### src/rtl/stk_pkg.sv
package stk_pkg;

    typedef enum logic [3:0] {
        ST_IDLE,
        ST_FETCH,
        ST_OPND,
        ST_STK_DUMMY,
        ST_PUSH_HI,
        ST_PUSH_LO,
        ST_PUSH_ST,
        ST_VEC_LO,
        ST_VEC_HI,
        ST_PULL_ST,
        ST_PULL_LO,
        ST_PULL_HI,
        ST_TGT_HI,
        ST_RET_DUMMY
    } seq_state_e;

    typedef enum logic [2:0] {
        K_NONE,
        K_BRK,
        K_CALL,
        K_RTI,
        K_RET
    } op_kind_e;

    localparam logic [7:0] OPC_BRK  = 8'h00;
    localparam logic [7:0] OPC_CALL = 8'h20;
    localparam logic [7:0] OPC_RTI  = 8'h40;
    localparam logic [7:0] OPC_RET  = 8'h60;

endpackage

### src/rtl/stk_decode.sv
module stk_decode
    import stk_pkg::*;
#(
    parameter int OP_W = 8
) (
    input  logic [OP_W-1:0] opcode,
    output op_kind_e        kind
);

    always_comb begin
        case (opcode)
            OPC_BRK:  kind = K_BRK;
            OPC_CALL: kind = K_CALL;
            OPC_RTI:  kind = K_RTI;
            OPC_RET:  kind = K_RET;
            default:  kind = K_NONE;
        endcase
    end

endmodule

### src/rtl/stk_fsm.sv
module stk_fsm
    import stk_pkg::*;
(
    input  logic       clk,
    input  logic       rst_n,
    input  logic       start,
    input  op_kind_e   kind_q,
    output seq_state_e state,
    output logic       fin
);

    seq_state_e nxt;

    // State register
    always_ff @(posedge clk or negedge rst_n) begin
        if (!rst_n) state <= ST_IDLE;
        else        state <= nxt;
    end

    // Next-state selection
    always_comb begin
        nxt = state;
        unique case (state)
            ST_IDLE:      if (start) nxt = ST_FETCH;
            ST_FETCH:     nxt = (kind_q == K_NONE) ? ST_IDLE : ST_OPND;
            ST_OPND:      nxt = (kind_q == K_BRK) ? ST_PUSH_HI : ST_STK_DUMMY;
            ST_STK_DUMMY: begin
                if (kind_q == K_CALL)     nxt = ST_PUSH_HI;
                else if (kind_q == K_RTI) nxt = ST_PULL_ST;
                else                      nxt = ST_PULL_LO;
            end
            ST_PUSH_HI:   nxt = ST_PUSH_LO;
            ST_PUSH_LO:   nxt = (kind_q == K_BRK) ? ST_PUSH_ST : ST_TGT_HI;
            ST_PUSH_ST:   nxt = ST_VEC_LO;
            ST_VEC_LO:    nxt = ST_VEC_HI;
            ST_VEC_HI:    nxt = ST_IDLE;
            ST_PULL_ST:   nxt = ST_PULL_LO;
            ST_PULL_LO:   nxt = ST_PULL_HI;
            ST_PULL_HI:   nxt = (kind_q == K_RET) ? ST_RET_DUMMY : ST_IDLE;
            ST_TGT_HI:    nxt = ST_IDLE;
            ST_RET_DUMMY: nxt = ST_IDLE;
        endcase
    end

    assign fin = (state != ST_IDLE) && (nxt == ST_IDLE);

endmodule

### src/rtl/stk_busgen.sv
module stk_busgen
    import stk_pkg::*;
#(
    parameter int          ADDR_W     = 16,
    parameter int          DATA_W     = 8,
    parameter logic [7:0]  STACK_PAGE = 8'h01,
    parameter logic [15:0] VEC_ADDR   = 16'hFFFE,
    parameter logic [7:0]  BRK_MASK   = 8'h10
) (
    input  seq_state_e        state,
    input  logic [ADDR_W-1:0] pc_q,
    input  logic [DATA_W-1:0] sp_q,
    input  logic [DATA_W-1:0] st_q,
    input  logic [DATA_W-1:0] lo_q,
    input  logic [DATA_W-1:0] hi_q,
    output logic [ADDR_W-1:0] bus_addr,
    output logic              bus_we,
    output logic [DATA_W-1:0] bus_wdata
);

    logic [ADDR_W-1:0] ret_addr;
    logic [ADDR_W-1:0] stk_here;
    logic [ADDR_W-1:0] stk_above;

    assign ret_addr  = ADDR_W'(pc_q + ADDR_W'(2));
    assign stk_here  = {STACK_PAGE, sp_q};
    assign stk_above = {STACK_PAGE, DATA_W'(sp_q + DATA_W'(1))};

    // Output process: one bus cycle per state
    always_comb begin
        bus_addr  = pc_q;
        bus_we    = 1'b0;
        bus_wdata = '0;
        unique case (state)
            ST_IDLE:      bus_addr = pc_q;
            ST_FETCH:     bus_addr = pc_q;
            ST_OPND:      bus_addr = ADDR_W'(pc_q + ADDR_W'(1));
            ST_STK_DUMMY: bus_addr = stk_here;
            ST_PUSH_HI: begin
                bus_addr  = stk_here;
                bus_we    = 1'b1;
                bus_wdata = ret_addr[ADDR_W-1 -: DATA_W];
            end
            ST_PUSH_LO: begin
                bus_addr  = stk_here;
                bus_we    = 1'b1;
                bus_wdata = ret_addr[DATA_W-1:0];
            end
            ST_PUSH_ST: begin
                bus_addr  = stk_here;
                bus_we    = 1'b1;
                bus_wdata = st_q | BRK_MASK;
            end
            ST_VEC_LO:    bus_addr = VEC_ADDR;
            ST_VEC_HI:    bus_addr = ADDR_W'(VEC_ADDR + ADDR_W'(1));
            ST_PULL_ST:   bus_addr = stk_above;
            ST_PULL_LO:   bus_addr = stk_above;
            ST_PULL_HI:   bus_addr = stk_above;
            ST_TGT_HI:    bus_addr = ret_addr;
            ST_RET_DUMMY: bus_addr = {hi_q, lo_q};
        endcase
    end

endmodule

### src/rtl/stk_dpath.sv
module stk_dpath
    import stk_pkg::*;
#(
    parameter int ADDR_W = 16,
    parameter int DATA_W = 8
) (
    input  logic              clk,
    input  logic              rst_n,
    input  logic              take,
    input  op_kind_e          kind_dec,
    input  logic [ADDR_W-1:0] pc_in,
    input  logic [DATA_W-1:0] sp_in,
    input  logic [DATA_W-1:0] status_in,
    input  logic [DATA_W-1:0] rdata,
    input  seq_state_e        state,
    input  logic              fin,
    output op_kind_e          kind_q,
    output logic [ADDR_W-1:0] pc_q,
    output logic [DATA_W-1:0] sp_q,
    output logic [DATA_W-1:0] st_q,
    output logic [DATA_W-1:0] lo_q,
    output logic [DATA_W-1:0] hi_q,
    output logic [ADDR_W-1:0] pc_res,
    output logic [DATA_W-1:0] sp_res,
    output logic [DATA_W-1:0] st_res,
    output logic              done_q
);

    logic [DATA_W-1:0] sp_nxt;
    logic [DATA_W-1:0] st_nxt;
    logic [ADDR_W-1:0] pc_fin;

    always_comb begin
        sp_nxt = sp_q;
        st_nxt = st_q;
        unique case (state)
            ST_PUSH_HI, ST_PUSH_LO, ST_PUSH_ST:
                sp_nxt = DATA_W'(sp_q - DATA_W'(1));
            ST_PULL_LO, ST_PULL_HI:
                sp_nxt = DATA_W'(sp_q + DATA_W'(1));
            ST_PULL_ST: begin
                sp_nxt = DATA_W'(sp_q + DATA_W'(1));
                st_nxt = rdata;
            end
            default: ;
        endcase
    end

    always_comb begin
        unique case (state)
            ST_VEC_HI, ST_TGT_HI, ST_PULL_HI: pc_fin = {rdata, lo_q};
            ST_RET_DUMMY: pc_fin = ADDR_W'({hi_q, lo_q} + ADDR_W'(1));
            default:      pc_fin = pc_q;
        endcase
    end

    always_ff @(posedge clk or negedge rst_n) begin
        if (!rst_n) begin
            kind_q <= K_NONE;
            pc_q   <= '0;
            sp_q   <= '0;
            st_q   <= '0;
            lo_q   <= '0;
            hi_q   <= '0;
            pc_res <= '0;
            sp_res <= '0;
            st_res <= '0;
            done_q <= 1'b0;
        end else begin
            done_q <= fin;
            if (take) begin
                kind_q <= kind_dec;
                pc_q   <= pc_in;
                sp_q   <= sp_in;
                st_q   <= status_in;
            end else begin
                sp_q <= sp_nxt;
                st_q <= st_nxt;
                unique case (state)
                    ST_OPND, ST_PULL_LO, ST_VEC_LO: lo_q <= rdata;
                    ST_PULL_HI, ST_VEC_HI, ST_TGT_HI: hi_q <= rdata;
                    default: ;
                endcase
            end
            if (fin) begin
                pc_res <= pc_fin;
                sp_res <= sp_nxt;
                st_res <= st_nxt;
            end
        end
    end

endmodule

### src/rtl/stack_flow_seq.sv
module stack_flow_seq
    import stk_pkg::*;
#(
    parameter int          ADDR_W     = 16,
    parameter int          DATA_W     = 8,
    parameter logic [7:0]  STACK_PAGE = 8'h01,
    parameter logic [15:0] VEC_ADDR   = 16'hFFFE,
    parameter logic [7:0]  BRK_MASK   = 8'h10
) (
    input  logic              clk,
    input  logic              rst_n,
    input  logic              start,
    input  logic [DATA_W-1:0] opcode,
    input  logic [ADDR_W-1:0] pc_in,
    input  logic [DATA_W-1:0] sp_in,
    input  logic [DATA_W-1:0] status_in,
    input  logic [DATA_W-1:0] rdata,
    output logic [ADDR_W-1:0] bus_addr,
    output logic              bus_we,
    output logic [DATA_W-1:0] bus_wdata,
    output logic              busy,
    output logic              done,
    output logic [ADDR_W-1:0] pc_out,
    output logic [DATA_W-1:0] sp_out,
    output logic [DATA_W-1:0] status_out
);

    seq_state_e        state;
    logic              fin;
    logic              take;
    op_kind_e          kind_dec;
    op_kind_e          kind_q;
    logic [ADDR_W-1:0] pc_q;
    logic [DATA_W-1:0] sp_q;
    logic [DATA_W-1:0] st_q;
    logic [DATA_W-1:0] lo_q;
    logic [DATA_W-1:0] hi_q;

    assign take = start && (state == ST_IDLE);
    assign busy = (state != ST_IDLE);

    stk_decode #(.OP_W(DATA_W)) u_dec (
        .opcode (opcode),
        .kind   (kind_dec)
    );

    stk_fsm u_fsm (
        .clk    (clk),
        .rst_n  (rst_n),
        .start  (start),
        .kind_q (kind_q),
        .state  (state),
        .fin    (fin)
    );

    stk_dpath #(.ADDR_W(ADDR_W), .DATA_W(DATA_W)) u_dp (
        .clk       (clk),
        .rst_n     (rst_n),
        .take      (take),
        .kind_dec  (kind_dec),
        .pc_in     (pc_in),
        .sp_in     (sp_in),
        .status_in (status_in),
        .rdata     (rdata),
        .state     (state),
        .fin       (fin),
        .kind_q    (kind_q),
        .pc_q      (pc_q),
        .sp_q      (sp_q),
        .st_q      (st_q),
        .lo_q      (lo_q),
        .hi_q      (hi_q),
        .pc_res    (pc_out),
        .sp_res    (sp_out),
        .st_res    (status_out),
        .done_q    (done)
    );

    stk_busgen #(
        .ADDR_W     (ADDR_W),
        .DATA_W     (DATA_W),
        .STACK_PAGE (STACK_PAGE),
        .VEC_ADDR   (VEC_ADDR),
        .BRK_MASK   (BRK_MASK)
    ) u_bus (
        .state     (state),
        .pc_q      (pc_q),
        .sp_q      (sp_q),
        .st_q      (st_q),
        .lo_q      (lo_q),
        .hi_q      (hi_q),
        .bus_addr  (bus_addr),
        .bus_we    (bus_we),
        .bus_wdata (bus_wdata)
    );

endmodule

### config.mk
export PLATFORM = sky130hd
export DESIGN_NAME = stack_flow_seq
export DESIGN_NICKNAME = d
export VERILOG_FILES = /design/src/rtl/stk_pkg.sv /design/src/rtl/stk_decode.sv /design/src/rtl/stk_fsm.sv /design/src/rtl/stk_busgen.sv /design/src/rtl/stk_dpath.sv /design/src/rtl/stack_flow_seq.sv
export SDC_FILE = /design/constraint.sdc
export NUM_CORES = 1
export LEC_CHECK = 0
export BUFFER_PORTS_ARGS = -buffer_cell sky130_fd_sc_hd__buf_2
export CAP_MARGIN = 20
export CORE_MARGIN = 8
export CORE_UTILIZATION = 34
export CTS_BUF_LIST = sky130_fd_sc_hd__clkbuf_8
export DETAILED_ROUTE_END_ITERATION = 10
export SYNTH_ARGS = -nofsm -noshare
export SYNTH_HDL_FRONTEND = slang
export SYNTH_SLANG_ARGS = --single-unit
### constraint.sdc
create_clock -name clk -period 3.4 [get_ports clk]
set_clock_uncertainty 0.05 [all_clocks]
set_input_delay 0.17 -clock clk [delete_from_list [all_inputs] [get_ports clk]]
set_output_delay 0.17 -clock clk [all_outputs]
set_load 0.02 [all_outputs]
# ---- Word level (Yosys, flattened, before mapping)
# Index checks and enable logic that the tools add are counted.
# Widths: inputs -> output; s select.
dict set report word_totals {
  ff_bits 88
  inputBits 51
  output_inout_bits 59
  word_cells 70
}
dict set report op_classes {
  n_addsub 5
  eq_ne 20
  muxes 17
  n_bitwise 1
  n_reduce_logical 16
}
# cell count
set op_table {}
lappend op_table {{$pmux 16 s8} 1}
lappend op_table {{$pmux 4 s12} 1}
lappend op_table {{$add 16x1->16 const B} 2}
lappend op_table {{$pmux 16 s2} 1}
lappend op_table {{$eq 4x4->1 const B} 6}
lappend op_table {{$mux 8} 3}
lappend op_table {{$pmux 8 s3} 1}
lappend op_table {{$add 16x2->16 const B} 1}
lappend op_table {{$eq 4x3->1 const B} 4}
lappend op_table {{$eq 8x7->1 const B} 2}
lappend op_table {{$mux 4} 4}
lappend op_table {{$pmux 8 s2} 1}
lappend op_table {{$reduce_or 3->1} 5}
lappend op_table {{$pmux 3 s4} 1}
lappend op_table {{$add 8x1->8 const B} 1}
lappend op_table {{$eq 4x2->1 const B} 2}
lappend op_table {{$eq 8x6->1 const B} 1}
lappend op_table {{$logic_not 4->1} 2}
lappend op_table {{$logic_not 8->1} 1}
lappend op_table {{$sub 8x1->8 const B} 1}
lappend op_table {{$eq 3x2->1 const B} 2}
lappend op_table {{$eq 4x1->1 const B} 1}
lappend op_table {{$mux 2} 2}
lappend op_table {{$reduce_and 2->1} 2}
lappend op_table {{10 further kinds} 11}

# ---- Logic depth before layout (Yosys ltp)
dict set report depth {
  ltp_word 6
  ltp_mapped 11
  depth_no_buf 7
}

# ---- Modules after synthesis
# A second synthesis with hierarchy kept.
dict set report unflattened {
  hier_cells 770
  hier_area_um2 6784.0
}
# mod n_inst cells_per_inst area_per_inst_um2 seq_area_each_um2
set by_module_without_submodules {}
lappend by_module_without_submodules {stk_dpath 1 382 4252.8 2102.0}
lappend by_module_without_submodules {stk_busgen 1 325 2013.2 0.0}
lappend by_module_without_submodules {stk_fsm 1 54 454.2 100.1}
lappend by_module_without_submodules {stk_decode 1 6 42.5 0.0}
lappend by_module_without_submodules {stack_flow_seq 1 3 21.3 0.0}

# ---- Least setup slack after synthesis
# No wires, ideal clock.
dict set report synth_path {
  path_type {reg2reg}
  startpoint {reg u_dp.kind_q[1]}
  endpoint {reg u_dp.pc_res[10]}
  setup_time_ps 125
  t_arrival_ps 2448
  required_ps 3225
  slack_ps 777
  path_stages_with_launch 9
  n_path_buf 3
  period_less_slack_ps 2623
  cell_sequence {dfrtp_1 buf_6 or3b_4 a32o_1 or3_4 or4b_4 buf_6 buf_12 mux2_4}
}
dict set report synth_between {
  elab_chain_cells 6
  word_cells_on_any_way 14
  cone_classes {4 x eq/ne; 7 x mux; 3 x reduce/logical}
}
# item line_no
set synth_lines {}
lappend synth_lines {{start, declared} stk_dpath.sv:17} ;# output op_kind_e kind_q,
lappend synth_lines {{start signal, assigned} stk_dpath.sv:72} ;# kind_q <= kind_dec;
lappend synth_lines {{$eq 3x2->1} stk_fsm.sv:29} ;# else if (kind_q == K_RTI) nxt = ST_PULL_ST;
lappend synth_lines {{$mux 2} stk_fsm.sv:29}
lappend synth_lines {{$mux 4} stk_fsm.sv:28} ;# if (kind_q == K_CALL) nxt = ST_PUSH_HI;
lappend synth_lines {{$pmux 4 s12 *} stk_fsm.sv:23} ;# unique case (state)
lappend synth_lines {{via u_fsm.nxt[1]} stk_fsm.sv:12} ;# seq_state_e nxt;
lappend synth_lines {{$logic_not 4->1 *} stk_fsm.sv:45} ;# assign fin = (state != ST_IDLE) && (nxt == ST_IDLE);
lappend synth_lines {{$logic_and 1x1->1 *} stk_fsm.sv:45}
lappend synth_lines {{end signal, assigned} stk_dpath.sv:86} ;# pc_res <= pc_fin;
lappend synth_lines {{end, declared} stk_dpath.sv:23} ;# output logic [ADDR_W-1:0] pc_res,
# Mark *: on every way through the listed nets, which the timed path passes. The rest lies on a longest branch.
# A chain may end at the register's enable or synchronous reset.

# ---- Worst setup path in the final report
dict set report layout_path {
  startpoint {reg u_dp.pc_q[5]}
  endpoint {out bus_wdata[5]}
}
dict set report layout_between {
  elab_chain_cells 2
}
# item line_no
set layout_lines {}
lappend layout_lines {{start, declared} stk_dpath.sv:18} ;# output logic [ADDR_W-1:0] pc_q,
lappend layout_lines {{start signal, assigned} stk_dpath.sv:73} ;# pc_q <= pc_in;
lappend layout_lines {{$add 16x2->16} stk_busgen.sv:25} ;# assign ret_addr = ADDR_W'(pc_q + ADDR_W'(2));
lappend layout_lines {{$pmux 8 s3} stk_busgen.sv:34} ;# unique case (state)
lappend layout_lines {{end, declared} stack_flow_seq.sv:20} ;# output logic [DATA_W-1:0] bus_wdata,
# No other way between the ends.

==> run summary <==
Cells after Synth = 674
mux contribution to synthesized area = 15.4%
largest net degree at the start of global routing = 76
Synth Net Count = 730
Total Wirelength = 19.5 mm
dpl cells = 983
Clock Tree Root = clkbuf_8
delay-heaviest family, CP = simple AND/OR/NAND/NOR gates
worst hold path depth = 3
clock sinks = 88
Non-Filler Instances = 1,032
Critical Path Max Stage Delay = 700 ps
TritonCTS clock tree = yes
FF-to-FF setup slack = 480 ps
vias in the first global route = 5,403
crit-path max FO = 10
Post-Synth Simple-Gate Area = 18.7%
CTS resizes = 0
Worst Setup End Kind = output port
RSZ-0062 raised after global routing = no
average cell area after synthesis = 8.81 um^2
leading area contributor after synthesis = dfrtp_1
top post-synthesis cells by area = dfrtp_1 37%, mux2_2 6.3%, nand2_1 5.7%, mux2_4 4.6%, mux2i_1 4.6%
io pins = 110
maximum resistive drop on vdd = 0.574 mV
Row Count = 48
Achievable Freq = 0.306 GHz
die height = 148 um
CP Cell Sequence = nand4_1 > or4_1 > xor2_1 > nor2_1 > a21oi_1 > o22ai_1 > buf_2
Cell Area, Synth = 5940 um^2
top-count cell post-synth = nand2_1
Slew headroom = 40.6%
Final period util = 96.2%
setup TNS = 0 ps
largest family of logic cells by synthesized area = simple AND/OR/NAND/NOR gates
status = finished, final reports clean
Yosys reg bits = 88
Distinct cells, synth = 58
worst-margin pin slew = 888 ps
Critical R2R Capture = u_dp.sp_res[5]
Worst Min Path Start = opcode[6]
worst skew pair latency = 390 ps
top post-synthesis cells by count = 90 x nand2_1, 88 x dfrtp_1, 58 x nor2_1, 40 x a21oi_1, 37 x clkbuf_1
Die Area = 22,000 um^2
share of cells above drive strength 1 = 26.1%
sequential share of the synthesized area = 37.1%
cts bufs inserted = 9
slowest CP cell = or4_1
vias post-DR = 5,519
Hold Violations, Final = 0
Worst-path clk slew = 100 ps
# port buffers = 109
pwr dens = 1020 nW/um^2
GPL Wtd Cong = 0.927
drt via density = 5.35
share of flip-flops with an asynchronous set or reset = 100%
antenna-violating nets left = 0
Hold WC Path Type = input port to flop
post-synth top area share = 37.1%
nets = 859
Core Box Area = 17,200 um^2
routed length per instance = 18.9 um
Post-synth EDFFs = 0
launch point of the worst reg-to-reg path = u_fsm.state[2]
XOR/XNOR Fraction of Synth Area = 4.87%
# hold bufs at CTS = 33
Max clock buf depth = 2
CP Data Required Time = 3180 ps
max_cap viols = 0
post-CTS setup buffer count = 0
Slew Limit Fails = 0
drt pass-1 iters = 5
diode count = 0
synthesis-to-finish area growth = 22.8%
Residual DRC = 0
Synth Flop Type = dfrtp_1
Final setup viols = 0
Synth Area in Compound Gates = 17.0%
Worst EP arrival = 3050 ps
Post-DP HPWL = 14.7 mm
initial antenna violation count = 0
Adder-Cell Fraction of Synth Area = 1.05%
Ys Warns = 0
first-pass GRT wire length = 31.0 mm
gr usage total = 17.9%
die width = 148 um
Setup crit start kind = flop
Buffers & Inverters on Critical Path = 1
GR Overflow Total = 0
H-tree levels = 3
Pleak = 3.37 nW
min Tclk post-route = 3270 ps
Initial Utilization = 34.6%
drt first-iter violations = 581
worst r2r path cells = 6
hold path endpoint = u_dp.kind_q[2]
worst setup path class = flop to output port
-- power by group --
part | switching, mW | internal (mW)
Sequential | 0.693 | 1.57
Combinational | 2.45 | 1.90
Clock | 0.416 | 0.415
-- final cells by class --
cell class / count / area, um^2
Inverter: 28 / 105
Multi-Input combinational cell: 508 / 3390
Fill cell: 1752 / 9890
Tap cell: 225 / 282
Clock inverter: 6 / 92.6
Sequential cell: 88 / 2200
Timing Repair Buffer: 168 / 1090
Clock buffer: 9 / 124
-- cells in the final DEF, fill, tap and decap left out, types with 9 or more instances in the layout --
| master | n |
|---|---|
| o21ai_0 | 33 |
| mux2_4 | 18 |
| dlygate4sd3_1 | 33 |
| a21oi_1 | 40 |
| xnor2_1 | 16 |
| nand3_1 | 23 |
| nand2_1 | 89 |
| mux2i_1 | 27 |
| buf_2 | 108 |
| a22oi_1 | 9 |
| inv_1 | 28 |
| mux2_2 | 33 |
| nor3_1 | 13 |
| buf_4 | 26 |
| nor2_1 | 58 |
| clkbuf_8 | 9 |
| dfrtp_1 | 88 |
| xor2_1 | 17 |
-- metrics by stage --
stage | cell area, um^2 | setup WS [ps] | utilization (%) | total power [mW] | hold WS, ps
after floorplan | 5940 | 777 | - | 5.30 | -176
after global placement | 6720 | 570 | 39.1 | 6.55 | 353
after detailed placement | 6720 | 492 | 39.1 | 6.59 | 357
after CTS | 7260 | 233 | 42.3 | 7.48 | 4.40
after global routing | 7290 | 14.7 | 42.4 | 7.98 | 18.5
final | 7290 | 129 | 42.4 | 7.45 | 14.6
-- registers in the layout, indices dropped and copies added, names as in the netlist, 4 cells and up --
signal / cells
u_dp.hi_q: 8
u_dp.lo_q: 8
u_dp.pc_q: 16
u_dp.pc_res: 16
u_dp.sp_q: 8
u_dp.sp_res: 8
u_dp.st_q: 8
u_dp.st_res: 8
u_fsm.state: 4
-- worst max path at each step --
stage	from	endpoint	slack [ps]	cells past startpoint
2_1_floorplan	u_dp.kind_q[1]	u_dp.pc_res[10]	780	8
3_3_place_gp	u_fsm.state[2]	u_dp.pc_res[6]	570	6
3_5_place_dp	u_fsm.state[2]	u_dp.sp_res[0]	490	6
4_1_cts	u_dp.pc_q[5]	bus_wdata[5]	230	7
5_1_grt	u_fsm.state[2]	bus_addr[4]	10	8
6_report	u_dp.pc_q[5]	bus_wdata[5]	130	7
-- worst register-to-register path, delay by kind of cell, from the launching register on --
family          cells  cell delay [ps]
compound gates      1              140
buf+inv             1              340
flops               1              610
mux                 1              420
simple gates        3             1230
-- cell families after synthesis --
kind of cell / count (synthesis)
mux: 78
buf+inv: 78
fa+ha+maj: 5
xor+xnor: 33
compound gates: 154
simple gates: 238
flops: 88
-- layer usage --
metal  up-vias  part of all wire [%]  global-route usage, %
li1       2667                     -                      -
met1      2632                    47                   25.1
met2       196                    44                   26.6
met3        24                   6.3                   3.62
met4         0                   2.3                   6.73
met5         -                     0                      0
(Power assumes the default switching activity.)
